===== src/rtl/scfg_pkg.sv =====
package scfg_pkg;
  localparam int KEY_W = 16;
  localparam logic [KEY_W-1:0] KEY_WORD = 16'hB41B;
  localparam int PAY_W = 16;
  localparam int WORD_W = KEY_W + PAY_W;
  // opening + key + turnaround + payload + closing
  localparam int FRAME_CYC = KEY_W + PAY_W + 3;
  localparam int IDX_W = $clog2(FRAME_CYC);
  localparam int CTRL_START_BIT = 17;
  localparam int CTRL_BUSY_BIT = 22;
  localparam int CTRL_LO_LSB = 24;

  typedef enum logic {
    REG_HIBYTE = 1'b0,
    REG_CTRL   = 1'b1
  } reg_sel_e;
endpackage


===== src/rtl/scfg_regs.sv =====
module scfg_regs
  import scfg_pkg::*;
(
  input  logic                 clk_i,
  input  logic                 rst_ni,
  input  logic                 wr_en_i,
  input  logic                 wr_sel_i,
  input  logic [31:0]          wr_data_i,
  input  logic                 busy_i,
  output logic                 start_o,
  output logic [PAY_W-1:0]     payload_o,
  output logic [31:0]          rdata_o
);
  logic [7:0] hi_byte_q, lo_byte_q;
  logic       ctrl_wr;
  logic       unused_wdata;

  assign ctrl_wr = wr_en_i && (reg_sel_e'(wr_sel_i) == REG_CTRL);
  assign unused_wdata = ^{wr_data_i[23:18], wr_data_i[16:8]};

  always_ff @(posedge clk_i or negedge rst_ni) begin
    if (!rst_ni) begin
      hi_byte_q <= '0;
      lo_byte_q <= '0;
    end else if (wr_en_i) begin
      if (ctrl_wr) lo_byte_q <= wr_data_i[CTRL_LO_LSB +: 8];
      else         hi_byte_q <= wr_data_i[7:0];
    end
  end

  // lower byte taken straight from the bus so the start write carries it
  assign start_o   = ctrl_wr && wr_data_i[CTRL_START_BIT] && !busy_i;
  assign payload_o = {hi_byte_q, wr_data_i[CTRL_LO_LSB +: 8]};

  always_comb begin
    rdata_o = '0;
    rdata_o[CTRL_LO_LSB +: 8] = lo_byte_q;
    rdata_o[CTRL_BUSY_BIT]    = busy_i;
  end
endmodule


===== src/rtl/scfg_phase_timer.sv =====
module scfg_phase_timer #(
  parameter int PHASE_W = 8
) (
  input  logic               clk_i,
  input  logic               rst_ni,
  input  logic               start_i,
  input  logic               run_i,
  input  logic [PHASE_W-1:0] len_i,
  output logic               tick_o
);
  logic [PHASE_W-1:0] len_q, cnt_q;

  assign tick_o = run_i && (cnt_q == len_q);

  always_ff @(posedge clk_i or negedge rst_ni) begin
    if (!rst_ni) begin
      len_q <= '0;
      cnt_q <= '0;
    end else if (start_i) begin
      len_q <= len_i;
      cnt_q <= '0;
    end else if (run_i) begin
      cnt_q <= tick_o ? '0 : cnt_q + 1'b1;
    end
  end
endmodule


===== src/rtl/scfg_frame_seq.sv =====
module scfg_frame_seq
  import scfg_pkg::*;
(
  input  logic             clk_i,
  input  logic             rst_ni,
  input  logic             start_i,
  input  logic [PAY_W-1:0] payload_i,
  input  logic             tick_i,
  output logic             busy_o,
  output logic             sclk_o,
  output logic             en_o,
  output logic             sdi_o
);
  localparam logic [IDX_W-1:0] IDX_OPEN  = '0;
  localparam logic [IDX_W-1:0] IDX_TURN  = IDX_W'(KEY_W + 1);
  localparam logic [IDX_W-1:0] IDX_CLOSE = IDX_W'(FRAME_CYC - 1);

  logic              busy_q, hi_q;
  logic [IDX_W-1:0]  idx_q;
  logic [WORD_W-1:0] sh_q;
  logic              data_cyc;

  assign data_cyc = (idx_q != IDX_OPEN) && (idx_q != IDX_TURN) && (idx_q != IDX_CLOSE);

  always_ff @(posedge clk_i or negedge rst_ni) begin
    if (!rst_ni) begin
      busy_q <= 1'b0;
      hi_q   <= 1'b0;
      idx_q  <= '0;
      sh_q   <= '0;
    end else if (start_i) begin
      busy_q <= 1'b1;
      hi_q   <= 1'b0;
      idx_q  <= '0;
      sh_q   <= {KEY_WORD, payload_i};
    end else if (busy_q && tick_i) begin
      if (!hi_q) begin
        hi_q <= 1'b1;
      end else begin
        hi_q <= 1'b0;
        if (idx_q == IDX_CLOSE) busy_q <= 1'b0;
        else                    idx_q  <= idx_q + 1'b1;
        if (data_cyc) sh_q <= sh_q << 1;
      end
    end
  end

  assign busy_o = busy_q;
  assign sclk_o = busy_q && hi_q;
  assign en_o   = busy_q && (idx_q != IDX_OPEN) && (idx_q != IDX_CLOSE);
  assign sdi_o  = busy_q && data_cyc && sh_q[WORD_W-1];
endmodule


===== src/rtl/static_cfg_serializer.sv =====
module static_cfg_serializer
  import scfg_pkg::*;
#(
  parameter int PHASE_W = 8
) (
  input  logic               clk_i,
  input  logic               rst_ni,
  input  logic               wr_en_i,
  input  logic               wr_sel_i,
  input  logic [31:0]        wr_data_i,
  input  logic [PHASE_W-1:0] phase_len_i,
  output logic [31:0]        ctrl_rdata_o,
  output logic               busy_o,
  output logic               sclk_o,
  output logic               en_o,
  output logic               sdi_o
);
  logic             start;
  logic             tick;
  logic             busy;
  logic [PAY_W-1:0] payload;

  scfg_regs u_regs (
    .clk_i     (clk_i),
    .rst_ni    (rst_ni),
    .wr_en_i   (wr_en_i),
    .wr_sel_i  (wr_sel_i),
    .wr_data_i (wr_data_i),
    .busy_i    (busy),
    .start_o   (start),
    .payload_o (payload),
    .rdata_o   (ctrl_rdata_o)
  );

  scfg_phase_timer #(.PHASE_W(PHASE_W)) u_timer (
    .clk_i   (clk_i),
    .rst_ni  (rst_ni),
    .start_i (start),
    .run_i   (busy),
    .len_i   (phase_len_i),
    .tick_o  (tick)
  );

  scfg_frame_seq u_seq (
    .clk_i     (clk_i),
    .rst_ni    (rst_ni),
    .start_i   (start),
    .payload_i (payload),
    .tick_i    (tick),
    .busy_o    (busy),
    .sclk_o    (sclk_o),
    .en_o      (en_o),
    .sdi_o     (sdi_o)
  );

  assign busy_o = busy;
endmodule


===== config.mk =====
export PLATFORM = sky130hd
export DESIGN_NAME = static_cfg_serializer
export DESIGN_NICKNAME = d
export VERILOG_FILES = /design/src/rtl/scfg_pkg.sv /design/src/rtl/scfg_regs.sv /design/src/rtl/scfg_phase_timer.sv /design/src/rtl/scfg_frame_seq.sv /design/src/rtl/static_cfg_serializer.sv
export SDC_FILE = /design/constraint.sdc
export NUM_CORES = 1
export LEC_CHECK = 0
export BUFFER_PORTS_ARGS = -buffer_cell sky130_fd_sc_hd__buf_2
export CORE_UTILIZATION = 55
export DETAILED_ROUTE_END_ITERATION = 10
export PLACE_DENSITY = 0.89
export SYNTH_ARGS = -nofsm -noshare
export SYNTH_HDL_FRONTEND = slang
export SYNTH_HIERARCHICAL = 1
export SYNTH_SLANG_ARGS = --single-unit

===== constraint.sdc =====
create_clock -name clk_i -period 5.7 [get_ports clk_i]
set_clock_uncertainty 0.05 [all_clocks]
set_input_delay 0.285 -clock clk_i [delete_from_list [all_inputs] [get_ports clk_i]]
set_output_delay 0.285 -clock clk_i [all_outputs]
set_load 0.1 [all_outputs]

Word level (Yosys, flattened, before mapping)

Cells that the tools add are included.

Bitwise logic cells: 1
Add/subtract/negate cells: 2
Reductions and logical operators: 24
Muxes and demuxes: 18
Equal/unequal tests: 5

Operator list:

| cell                  | number |
|---|---|
| $mux W32              | 4 |
| $mux W6               | 4 |
| $mux W8               | 3 |
| $logic_and A1 B1 Y1   | 12 |
| $reduce_bool A2 Y1    | 5 |
| $reduce_and A3 Y1     | 3 |
| $add A8 B1 Y8 const B | 1 |
| $eq A8 B8 Y1          | 1 |
| $mux W1               | 7 |
| $add A6 B1 Y6 const B | 1 |
| $eq A6 B6 Y1 const B  | 1 |
| $ne A6 B5 Y1 const B  | 1 |
| $ne A6 B6 Y1 const B  | 1 |
| $reduce_bool A6 Y1    | 1 |
| $reduce_and A2 Y1     | 2 |
| $ne A2 B2 Y1 const B  | 1 |
| $logic_not A1 Y1      | 1 |
| $not A1 Y1            | 1 |

Logic and storage cells: 58
Output and inout port bits: 36
Input bits: 44
Register bits: 72

Depth between registers and ports, before layout

Depth after elaboration: 7
Depth in mapped cells: 9
Mapped depth without buffers: 7

By module

The synthesis kept the hierarchy.

Modules (own cells, without submodules):

| module           | area an instance (um^2) | cells each | seq. area each (um^2) | instances |
|---|---|---|---|---|
| scfg_frame_seq   | 1,953.1                 | 184        | 1,001.0               | 1 |
| scfg_regs        | 893.4                   | 69         | 400.4                 | 1 |
| scfg_phase_timer | 804.5                   | 68         | 400.4                 | 1 |

Worst setup path after synthesis

OpenSTA, ideal clock, no wires.

Path type: reg-to-output
From: register u_seq.busy_q (netlist: u_seq/busy_o)
To: output sdi_o
Buffers on the path: 0
Cell stages (with the launch flop): 3
Data required time: 5,365 ps
Data arrival time: 3,327 ps
Path slack: 2,038 ps
Cells stage by stage: dfrtp_1 nand2_1 nor3_1

Word-level cells in the longest chain between the ends: 2

RTL lines:

| item                             | line                        | source |
|---|---|---|
| from (decl)                      | scfg_frame_seq.sv:18        | `logic busy_q, hi_q;` |
| from (signal assigned)           | scfg_frame_seq.sv:27        | `busy_q <= 1'b0;` |
| from (signal assigned)           | scfg_frame_seq.sv:32        | `busy_q <= 1'b1;` |
| from (signal assigned)           | scfg_frame_seq.sv:41        | `if (idx_q == IDX_CLOSE) busy_q <= 1'b0;` |
| $logic_and A1 B1 Y1 (2 in a row) | scfg_frame_seq.sv:51        | `assign sdi_o = busy_q && data_cyc && sh_q[WORD_W-1];` |
| to (decl)                        | static_cfg_serializer.sv:16 | `output logic sdi_o` |

Every way passes these cells.

Worst setup path in the final report

From: register u_seq.busy_q (netlist: u_seq/busy_o)
To: register u_seq.sh_q[5]

Word-level cells in the longest chain between the ends: 4
Elaborated cells on any way between the ends: 9
Classes of those cells: mux (1); reduce/logical (8)

RTL lines:

| item                         | line                        | source |
|---|---|---|
| $logic_and A1 B1 Y1          | scfg_phase_timer.sv:13      | `assign tick_o = run_i && (cnt_q == len_q);` |
| via tick                     | static_cfg_serializer.sv:19 | `logic tick;` |
| $logic_and A1 B1 Y1          | scfg_frame_seq.sv:36        | `end else if (busy_q && tick_i) begin` |
| $reduce_bool A2 Y1 (no line) | n/a                         |  |
| $reduce_and A3 Y1 (no line)  | n/a                         |  |
| to (signal assigned)         | scfg_frame_seq.sv:35        | `sh_q <= {KEY_WORD, payload_i};` |
| to (signal assigned)         | scfg_frame_seq.sv:43        | `if (data_cyc) sh_q <= sh_q << 1;` |
| to (decl)                    | scfg_frame_seq.sv:20        | `logic [WORD_W-1:0] sh_q;` |

The timed path passes the listed nets, and every way through them passes these cells.
A chain may end at the register's enable or synchronous reset.

==> flow_summary.json <==
{
  "status": "finished, final reports clean",
  "overflow": 0,
  "reg2reg_depth": 7,
  "holdBufCountCts": 0,
  "io_pins": 80,
  "drv_slew": 0,
  "avgSynthCellArea_um2": 11.37,
  "reg2reg_slack_ns": 3.03,
  "power_frac_seq": 0.414,
  "crit_family": "simple AND/OR/NAND/NOR gates",
  "worst_pin_slew_ns": 0.8859,
  "critical_path_buf_inv_count": 2,
  "ant_nets": 0,
  "required_ns": 5.88,
  "max_freq_mhz": 374.9,
  "ir_worst_vdd_mv": 0.5346,
  "startpoint_type": "register",
  "seqCellArea_um2": 1802,
  "p_switching_uw": 791.8,
  "r2r_end": "u_seq/sh_q[5]",
  "fin_crit_sh": 0.4680,
  "n_antenna_cell": 0,
  "finalPower_mw": 2.018,
  "ys_ff_latch": 72,
  "cts_resized": 0,
  "yosysWarnings": 6,
  "vias": 2332,
  "synth_cells": 321,
  "root_buffer": "clkbuf_8",
  "dp_hpwl_um": 4021,
  "crit_fanout": 43,
  "grt_antenna_before_repair": 0,
  "nNetsFinal": 400,
  "drive_gt1_frac": 0.2563,
  "grt_max_degree": 73,
  "die_x_um": 83.48,
  "period_needed_ns": 2.667,
  "core_area_um2": 6386,
  "dieArea_um2": 6968,
  "ys_types": 39,
  "power_density_nw_per_um2": 508.0,
  "numPortBuffers": 41,
  "fillers": 497,
  "p_leak_nw": 2.042,
  "drtIter0Drc": 96,
  "multi_input_comb_area_um2": 1590,
  "final_hold_viol_count": 0,
  "grt_pass1_wl_um": 10710,
  "wl_um": 6139,
  "combPwrFrac": 0.351,
  "slowest_delay_ns": 0.68,
  "stdcell_area_um2": 3973,
  "grtUsageTotal": 0.1935,
  "path_cells": "inv_1, nor3_4, and3_1, o221ai_4, buf_4, mux2i_1, a21o_1",
  "finalSetupTns_ns": 0,
  "reg2reg_from": "u_seq/busy_o",
  "numCtsBuffers": 9,
  "dp.cells": 417,
  "clockBufferDepth": 2,
  "postCtsSetupRepairBufs": 0,
  "worst_skew_pair.late_latency_ns": 0.34,
  "placed_area_um2": 3739,
  "htree_levels": 3,
  "ys_seq_area_frac": 0.4935,
  "rsz0062_at_grt": "false",
  "remaining_drc_errors": 0,
  "globalplace.congestion": 0.8049,
  "grt_pass1_vias": 2366,
  "cts_tree": "built",
  "clock_power_share": 0.235,
  "viasPerCell": 5.398,
  "min_path_type": "in -> async",
  "whs_ns": 0.1040,
  "slew-limit-headroom": 0.4094,
  "area_growth_pct": 8.807,
  "maxCapViolations": 0,
  "initial_utilization": 0.5717,
  "finalSetupViolCount": 0,
  "arrival_ns": 2.85,
  "clock_sinks": 72,
  "wire_per_inst_um": 14.21,
  "rows": 29,
  "drt_pre_antenna_iters": 4,
  "critical_path_class": "reg -> reg",
  "final_cells": 432,
  "cp_slowest_cell": "dfrtp_1",
  "clkSlewWorstSetupHoldPaths_ns": 0.07,
  "sw_frac_of_total": 0.3924,
  "end_kind": "register",
  "synth_area_um2": 3651,
  "internal_power_mw": 1.226,
  "die_height_um": 83.48
}
[synthesized netlist by cell type]
cell type,n,area share
buf_4,33,0.068
xor2_1,9,0.022
o21ai_0,2,0.0027
nand4_1,7,0.012
nand3b_1,3,0.0062
mux2_2,16,0.049
nand2b_1,13,0.022
o211ai_1,2,0.0041
nor2b_4,1,0.0038
clkbuf_1,8,0.0082
o311ai_0,1,0.0024
nor3_4,1,0.0045
buf_2,4,0.0055
o2111ai_2,1,0.0041
conb_1,1,0.0010
o221ai_4,1,0.0072
o21a_1,1,0.0021
nor3b_1,2,0.0041
o22ai_1,1,0.0017
and2_1,1,0.0017
nor2_1,28,0.029
ha_1,5,0.017
nand2_2,1,0.0017
dfrtp_1,72,0.49
nand2_1,12,0.012
or3_1,3,0.0051
inv_1,4,0.0041
xnor2_1,11,0.026
a21o_1,13,0.027
mux2i_1,23,0.063
mux2_4,8,0.033
a22o_1,1,0.0024
nor3_2,2,0.0055
nor3_1,14,0.019
and3_1,3,0.0051
nor2b_1,1,0.0017
a21oi_1,8,0.011
buf_6,3,0.0093
a31oi_1,1,0.0017
[flip-flops by register name, summed over array words and instances, names as in the netlist]
name,flops
u_seq/idx_q,6
u_timer/cnt_q,8
u_seq/hi_q,1
u_regs/lo_byte_q,8
u_timer/len_q,8
u_seq/sh_q,32
u_regs/hi_byte_q,8
u_seq/busy_o,1
[cells by family after synthesis]
kind of cell | count (synthesis) | share of synthesized area
XOR/XNOR | 20 | 0.04798
flip-flops | 72 | 0.4935
AND/OR/NAND/NOR | 92 | 0.1340
multiplexers | 47 | 0.1453
adder cells (fa/ha/maj) | 5 | 0.01714
AO/OA/AOI/OAI | 32 | 0.06614
other | 1 | 0.001027
buffers and inverters | 52 | 0.09493
[cell type report]
| type | count | area share |
|---|---|---|
| clock buffer | 10 | 0.03213 |
| clock inverter | 5 | 0.02677 |
| inverter | 4 | 0.003780 |
| multi-input combinational | 219 | 0.4003 |
| tap | 77 | 0.02425 |
| timing repair buffer | 45 | 0.05921 |
| sequential | 72 | 0.4535 |
[metrics by stage]
| stage | utilization | setup WS [ns] |
|---|---|---|
| finish | 0.6221 | 3.033 |
| global route | 0.6221 | 2.825 |
| CTS | 0.6221 | 3.033 |
| detailed placement | 0.5854 | 3.038 |
| global placement | 0.5854 | 3.172 |
| floorplan | - | 2.038 |
[layer usage]
| layer | share of wire | wire length, µm | GRT usage | vias to the layer above |
|---|---|---|---|---|
| li1 | - | - | - | 1103 |
| met4 | 0.011 | 70 | 0.05239 | 0 |
| met2 | 0.53 | 3248 | 0.3361 | 67 |
| met1 | 0.41 | 2519 | 0.2284 | 1153 |
| met5 | 0 | 0 | 0 | - |
| met3 | 0.049 | 300 | 0.06825 | 9 |
[worst max path at each step]
stage	start	end	slack, ns	depth (start not counted)
finish	u_seq/busy_o	u_seq/sh_q[5]	3.03	7
global route	u_seq/busy_o	u_seq/sh_q[29]	2.83	7
CTS	u_timer/cnt_q[2]	u_seq/sh_q[15]	3.03	7
detailed placement	u_seq/busy_o	u_seq/sh_q[8]	3.04	7
global placement	u_seq/busy_o	u_seq/sh_q[3]	3.17	7
floorplan	u_seq/busy_o	sdi_o	2.04	2
[power groups by stage]
stage / Sequential (mW) / Combinational, mW / Clock, mW
CTS: 0.833 / 0.715 / 0.485
detailed placement: 0.839 / 0.706 / 0
floorplan: 0.875 / 0.547 / 0
global route: 0.857 / 0.767 / 0.508
finish: 0.835 / 0.709 / 0.474
global placement: 0.824 / 0.671 / 0
[cells in the final DEF, fill, tap and decap left out, types with 3 or more instances in the layout]
cell type,Yosys,layout
dfrtp_1,72,72
ha_1,5,5
xor2_1,9,9
nand3b_1,3,3
buf_2,4,41
and3_1,3,3
mux2_4,8,8
conb_1,1,23
nand2_1,12,12
a21oi_1,8,8
buf_4,33,4
bufinv_16,0,3
xnor2_1,11,11
nor2_1,28,28
clkbuf_8,0,9
nor3_1,14,14
nand4_1,7,7
mux2_2,16,16
a21o_1,13,13
or3_1,3,3
inv_1,4,4
mux2i_1,23,23
nand2b_1,13,13
Power figures use the tool's default switching activity.
